<file path="src/rtl/gpio_bank_pkg.sv">
// Package: register offsets and widths shared by the GPIO bank modules.
// Assumes a 32-bit data bus with byte offsets and word-aligned registers.
package gpio_bank_pkg;
    localparam int unsigned BUS_W  = 32;
    localparam int unsigned ADDR_W = 8;
    localparam int unsigned HALF_W = BUS_W / 2;

    typedef logic [ADDR_W-1:0] addr_t;

    localparam addr_t OFF_DIR_SET = 8'h00;
    localparam addr_t OFF_DIR_CLR = 8'h04;
    localparam addr_t OFF_OUT_LO  = 8'h08;
    localparam addr_t OFF_OUT_HI  = 8'h0C;
    localparam addr_t OFF_PIN_LVL = 8'h10;
endpackage

</file>
<file path="src/rtl/gpio_dir_reg.sv">
// Module: per-pin direction register driven by set and clear strobes.
// Assumes the set and clear strobes never assert together. If they do, clear wins.
module gpio_dir_reg #(
    parameter int unsigned W = 32
) (
    input  logic         clk,
    input  logic         rst_n,
    input  logic         set_stb,
    input  logic         clr_stb,
    input  logic [W-1:0] bits,
    output logic [W-1:0] dir_q
);
    // Direction state: one-bits in the data select pins; zero-bits leave pins untouched.
    always_ff @(posedge clk) begin
        if (!rst_n)
            dir_q <= '0;
        else if (clr_stb)
            dir_q <= dir_q & ~bits;
        else if (set_stb)
            dir_q <= dir_q | bits;
    end


    // set_only_marks_chk
    set_only_marks_chk: assert property (@(posedge clk) disable iff (!rst_n)
        set_stb && !clr_stb |=> ((dir_q & $past(bits)) == $past(bits))
                             && ((dir_q & ~$past(bits)) == ($past(dir_q) & ~$past(bits))));


    // clr_only_marks_chk
    clr_only_marks_chk: assert property (@(posedge clk) disable iff (!rst_n)
        clr_stb |=> ((dir_q & $past(bits)) == '0)
                 && ((dir_q & ~$past(bits)) == ($past(dir_q) & ~$past(bits))));


    // dir_hold_chk
    dir_hold_chk: assert property (@(posedge clk) disable iff (!rst_n)
        !set_stb && !clr_stb |=> $stable(dir_q));
endmodule

</file>
<file path="src/rtl/gpio_out_half.sv">
// Module: one half-bank of output values, written with a per-bit enable mask.
// Assumes the mask and value arrive together on a single write strobe.
module gpio_out_half #(
    parameter int unsigned HW = 16
) (
    input  logic          clk,
    input  logic          rst_n,
    input  logic          wr_stb,
    input  logic [HW-1:0] mask,
    input  logic [HW-1:0] val,
    output logic [HW-1:0] out_q
);
    // Output value state: only masked bits take the new value.
    always_ff @(posedge clk) begin
        if (!rst_n)
            out_q <= '0;
        else if (wr_stb)
            out_q <= (out_q & ~mask) | (val & mask);
    end


    // masked_update_chk
    masked_update_chk: assert property (@(posedge clk) disable iff (!rst_n)
        wr_stb |=> ((out_q & $past(mask)) == ($past(val) & $past(mask)))
                && ((out_q & ~$past(mask)) == ($past(out_q) & ~$past(mask))));


    // out_hold_chk
    out_hold_chk: assert property (@(posedge clk) disable iff (!rst_n)
        !wr_stb |=> $stable(out_q));
endmodule

</file>
<file path="src/rtl/gpio_in_sync.sv">
// Module: two-flop synchronizer for asynchronous pin levels.
// Assumes each pin is sampled per bit. Coherence across bits is not guaranteed.
module gpio_in_sync #(
    parameter int unsigned W = 32
) (
    input  logic         clk,
    input  logic         rst_n,
    input  logic [W-1:0] pin_i,
    output logic [W-1:0] data_o
);
    logic [W-1:0] meta_q;
    logic [1:0]   warm_q;

    // Synchronizer chain: first flop catches, second flop settles.
    always_ff @(posedge clk) begin
        if (!rst_n) begin
            meta_q <= '0;
            data_o <= '0;
        end else begin
            meta_q <= pin_i;
            data_o <= meta_q;
        end
    end

    // Edge counter since reset, used only to open the latency check window.
    always_ff @(posedge clk) begin
        if (!rst_n)
            warm_q <= '0;
        else if (warm_q != 2'd2)
            warm_q <= warm_q + 2'd1;
    end


    // sync_latency_chk
    sync_latency_chk: assert property (@(posedge clk) disable iff (!rst_n)
        (warm_q == 2'd2) |-> (data_o == $past(pin_i, 2)));
endmodule

</file>
<file path="src/rtl/gpio_bank.sv">
// Module: 32-pin GPIO register bank, the top level.
// It decodes the bus, holds direction and output values, and returns synchronized levels.
// Assumes one write per strobe cycle. Reads are combinational from the address.
module gpio_bank
    import gpio_bank_pkg::*;
#(
    parameter int unsigned NPINS = BUS_W
) (
    input  logic              clk,
    input  logic              rst_n,
    input  logic              bus_wr,
    input  logic [ADDR_W-1:0] bus_addr,
    input  logic [BUS_W-1:0]  bus_wdata,
    output logic [BUS_W-1:0]  bus_rdata,
    input  logic [NPINS-1:0]  pin_in,
    output logic [NPINS-1:0]  pad_oe,
    output logic [NPINS-1:0]  pad_out
);
    localparam int unsigned HALVES = NPINS / HALF_W;

    logic              wr_set, wr_clr;
    logic [HALVES-1:0] wr_half;
    logic [NPINS-1:0]  lvl_sync;
    logic              addr_mapped;

    assign wr_set = bus_wr && (bus_addr == OFF_DIR_SET);
    assign wr_clr = bus_wr && (bus_addr == OFF_DIR_CLR);

    gpio_dir_reg #(.W(NPINS)) u_dir (
        .clk     (clk),
        .rst_n   (rst_n),
        .set_stb (wr_set),
        .clr_stb (wr_clr),
        .bits    (bus_wdata[NPINS-1:0]),
        .dir_q   (pad_oe)
    );

    // One masked output half per 16 pins, each at its own word offset.
    for (genvar h = 0; h < HALVES; h++) begin : g_half
        localparam addr_t HALF_OFF = addr_t'(OFF_OUT_LO + 4 * h);
        assign wr_half[h] = bus_wr && (bus_addr == HALF_OFF);
        gpio_out_half #(.HW(HALF_W)) u_out (
            .clk    (clk),
            .rst_n  (rst_n),
            .wr_stb (wr_half[h]),
            .mask   (bus_wdata[BUS_W-1:HALF_W]),
            .val    (bus_wdata[HALF_W-1:0]),
            .out_q  (pad_out[h*HALF_W +: HALF_W])
        );
    end

    gpio_in_sync #(.W(NPINS)) u_sync (
        .clk    (clk),
        .rst_n  (rst_n),
        .pin_i  (pin_in),
        .data_o (lvl_sync)
    );

    // Read mux: direction, output halves, pin levels; zero elsewhere.
    always_comb begin
        bus_rdata   = '0;
        addr_mapped = 1'b1;
        unique case (bus_addr)
            OFF_DIR_SET, OFF_DIR_CLR: bus_rdata = pad_oe;
            OFF_OUT_LO:  bus_rdata = {{HALF_W{1'b0}}, pad_out[HALF_W-1:0]};
            OFF_OUT_HI:  bus_rdata = {{HALF_W{1'b0}}, pad_out[NPINS-1:HALF_W]};
            OFF_PIN_LVL: bus_rdata = lvl_sync;
            default:     addr_mapped = 1'b0;
        endcase
    end


    // unmapped_read_zero_chk
    unmapped_read_zero_chk: assert property (@(posedge clk) disable iff (!rst_n)
        !addr_mapped |-> (bus_rdata == '0));


    // unmapped_write_quiet_chk
    unmapped_write_quiet_chk: assert property (@(posedge clk) disable iff (!rst_n)
        (bus_wr && (!addr_mapped || bus_addr == OFF_PIN_LVL))
            |=> ($stable(pad_oe) && $stable(pad_out)));


    // dir_readback_chk
    dir_readback_chk: assert property (@(posedge clk) disable iff (!rst_n)
        (bus_addr == OFF_DIR_SET || bus_addr == OFF_DIR_CLR) |-> (bus_rdata == pad_oe));


    // dir_change_keeps_out_chk
    dir_change_keeps_out_chk: assert property (@(posedge clk) disable iff (!rst_n)
        (wr_set || wr_clr) |=> $stable(pad_out));
endmodule

</file>
<file path="config.mk">
export PLATFORM = sky130hd
export DESIGN_NAME = gpio_bank
export DESIGN_NICKNAME = d
export VERILOG_FILES = /design/src/rtl/gpio_bank_pkg.sv /design/src/rtl/gpio_dir_reg.sv /design/src/rtl/gpio_out_half.sv /design/src/rtl/gpio_in_sync.sv /design/src/rtl/gpio_bank.sv
export SDC_FILE = /design/constraint.sdc
export NUM_CORES = 1
export LEC_CHECK = 0
export ABC_AREA = 1
export ABC_CLOCK_PERIOD_IN_PS = 1700
export BUFFER_PORTS_ARGS = -buffer_cell sky130_fd_sc_hd__buf_4
export CAP_MARGIN = 15
export CORE_ASPECT_RATIO = 0.9
export CORE_MARGIN = 5
export CORE_UTILIZATION = 56
export DETAILED_ROUTE_END_ITERATION = 8
export HOLD_SLACK_MARGIN = 0.08
export PLACE_DENSITY = 0.84
export SLEW_MARGIN = 20
export SYNTH_ARGS = -nofsm -noshare
export SYNTH_HDL_FRONTEND = slang
export SYNTH_SLANG_ARGS = --single-unit
export TNS_END_PERCENT = 5
</file>
<file path="constraint.sdc">
create_clock -name clk -period 1.7 [get_ports clk]
set_input_delay 0.085 -clock clk [delete_from_list [all_inputs] [get_ports clk]]
set_output_delay 0.085 -clock clk [all_outputs]
set_load 0.005 [all_outputs]
</file>
==> impl.org <==
** Synthesis
- Mean Syn Cell Area :: 6.59 um^2
- dfxtp_1 takes more of the synthesized area than any other cell.
- Total nets after synthesis :: 989
- Cell types occupying the most area after synthesis :: dfxtp_1 (43%), nand2_1 (16%), inv_1 (13%)
- After synthesis the netlist holds a flip-flop and latch count of between 100 and 150.
- Post-Synthesis Cell Area :: approximately 6000 um^2
- Number of instances in the synthesized netlist :: slightly above 900
- Yosys cell types :: 20
- Of the post-synthesis cell area, the dominant cell type holds a little over two fifths.
- Share of the yosys chip area belonging to registers :: 42.5%
- The Yosys step of the flow raised 0 warnings.

** Finish
- In the final layout, flip-flops and latches occupy roughly 2600 um^2.
- Ant. Diodes :: 0
- After routing the design area is 8640 um^2.
- For this run, the post-layout net count is around 1,200.
- Most common cell after layout, fill and taps aside :: nand2_1
- Highest-count cells in the layout ignoring fill and taps :: nand2_1 (249), inv_1 (213), buf_4 (173)
- From synthesis to final layout, the design area changed by 43.4%.
- Summing all multi-input logic gate instances after layout gives 2370 um^2.
- Fraction of final layout cells sized beyond drive strength 1 :: just over 20%
- Fill count :: approximately 680

** Clocking
- Clock buffers created by TritonCTS :: 17
- Clock tree synthesis found a total of between 100 and 150 sinks.
- Buffers inserted to repair hold after CTS numbered 65.
- Skew-Pair Late Insertion Delay :: 0.41 ns
- In this run the number of H-tree levels came out at 4.
- After clock tree synthesis, the repair step resized 0 gates.
- Counting along the longest clock path gives a buffer depth of 2.
- Cell chosen for the clock root :: clkbuf_16
- Clock transition at the registers of the reported paths :: around 0.060 ns
- Clock tree from TritonCTS :: done
- In this run the post-CTS setup repair buffer count came out at 0.

** Setup path
- Kind of launch point of the worst setup path :: input pin
- Category of the critical setup timing path :: input pin to primary output
- Endpoint kind of the worst setup timing path :: primary output
- Worst Path Arrival :: between 1 and 1.5 ns
- Reg-to-reg setup timing slack :: about 0.99 ns
- Depth of the worst register-to-register path :: 4
- Required time of the critical path :: 1.62 ns
- Max Fanout on Critical Path :: 13

** Route
- The final layout contains routed wiring with a total length of 18.6 mm.
- Once detail routing completed, the nets flagged for antenna violations numbered 0.
- Wire per inst :: between 10 and 15 um
- DR vias :: 6,396
- Number of design rule violations left after detail routing :: 0
- After detailed routing, the number of vias per cell comes to 5.04.
- The first detailed-routing pass took 5 iterations.
- DRC marker count from the first detailed-route iteration :: between 600 and 700

** STA
- Portion of the clock cycle consumed by the worst path in the final layout :: 85.4%
- Highest clock frequency the design can meet :: a little under 700 MHz
- Clock skew on the completed layout was measured at about 0.0056 ns.
- The final hold violation count came to 0.
- Final sum of negative setup slack :: 0 ns
- Subtracting the final worst setup slack from the clock period gives 1.45 ns.
- Final setup fails :: 0
- Setup slack on the critical path of the routed design comes to approximately 0.25 ns.
- Slew Limit Fails :: 0
- Hold slack final :: between 0.1 and 0.15 ns
- Slew @ Worst Pin :: around 0.57 ns
- In this run the tightest slew margin relative to its limit is approximately three fifths.
- RSZ-0062 raised after global routing :: false

** Place
- Timing analysis after detailed placement gives a worst setup slack of about 0.3 ns.
- Post-detail-place hpwl :: about 11 mm
- The count of buffers added on input and output ports is between 150 and 200.
- Last weighted congestion value of the routability-driven placer :: ~0.84
- The placed instances occupy a cell area of between 7000 and 8000 um^2.

** Die
- In this run the count of I/O pins placed on the die edge is 171.
- The initial utilization of the core area, before any placement, comes to 56.4%.
- Row count :: 36
- Total die area :: 12,900 um^2
- Core Region :: about 11,000 um^2
- The die is 108 um tall.
- The die is ~120 um wide.

** Flow run
- Max-cap violations in this run came to 0.

** Worst hold path
- Worst min-delay path class :: input pin to register
- Min-Delay Startpoint :: bus_wr
- Hold path cells :: 5

** GRT
- The first global-routing pass estimated 30.2 mm of wire.
- The via count of the first global-routing pass came to 6,119.
- Number of antenna violations at the first check in global routing :: 0
- For this run, the total global-route usage over all layers was measured as between 20 and 30%.
- Pin count of the biggest net entering global routing :: 63
- After global routing the overflow that remains totals 0.

** Power and ir drop
- Peak ir drop on the vdd network :: about 860 uV
- Dividing total power by cell area gives a power density of 864 nW/um^2.
- Static leakage :: 4.43 nW

** Run status
- Result of the run :: finished clean
## report_power, final
| group | internal [mW] | total [mW] | switching [mW] |
|---|---|---|---|
| registers | 3.07 | 3.10 | 0.0235 |
| clock network | 2.33 | 3.75 | 1.42 |
| logic | 0.293 | 0.622 | 0.329 |
## metal layers
| metal | GRT usage (%) | vias up | wire length, um |
|---|---|---|---|
| met4 | 11.6 | 0 | 486 |
| met3 | 6.33 | 39 | 1580 |
| met5 | 0 | - | 0 |
| li1 | - | 3187 | - |
| met2 | 49.6 | 305 | 8870 |
| met1 | 36.2 | 2865 | 7640 |
## synthesized netlist by cell type
cell type and number:
buf_1 17, buf_2 12, buf_4 9, buf_6 4, buf_8 1, clkbuf_1 15
dfxtp_1 128, inv_1 213, inv_2 1, nand2_1 249, nand2_2 2, nand3_1 86
nand3_2 10, nand4_1 80, nor2_1 68, nor2_2 2, nor2_4 2, nor3_2 1
nor4_1 1, o21ai_0 13
## layout make-up
class	count	area share, %
sequential	128	29.7
multi-input combinational	514	27.4
timing repair buffer	247	24.6
inverter	214	9.30
clock buffer	18	4.97
clock inverter	14	2.09
tap	133	1.93
## per-stage QoR
stage	cells	util, %	total power, mW
finish	1268	80.9	7.47
global route	1268	80.9	7.69
CTS	1268	80.9	7.47
detailed placement	1171	69.1	3.64
global placement	1171	69.1	3.63
floorplan	914	-	3.37
## logic make-up after synthesis
logic type      synth area share [%]
flops                           42.5
compound gates                  1.08
buf+inv                         18.4
simple gates                    37.9
## critical path, cell delays in order
cell and delay [ns]:
buf_4 0.11, nor2_1 0.16, nand2_2 0.15, nor2_4 0.17
inv_1 0.20, o21ai_0 0.32, buf_4 0.17
## worst max-delay path by stage
| stage | startpoint | cells past startpoint | end |
|---|---|---|---|
| final | bus_addr[7] | 7 | bus_rdata[31] |
| after global routing | bus_addr[7] | 7 | bus_rdata[31] |
| after floorplan | bus_addr[7] | 7 | bus_rdata[0] |
| after global placement | bus_addr[7] | 8 | bus_rdata[8] |
| after detailed placement | bus_addr[7] | 9 | register |
| after CTS | bus_addr[7] | 7 | bus_rdata[31] |
Note: power is estimated with default switching activity, not from simulation.
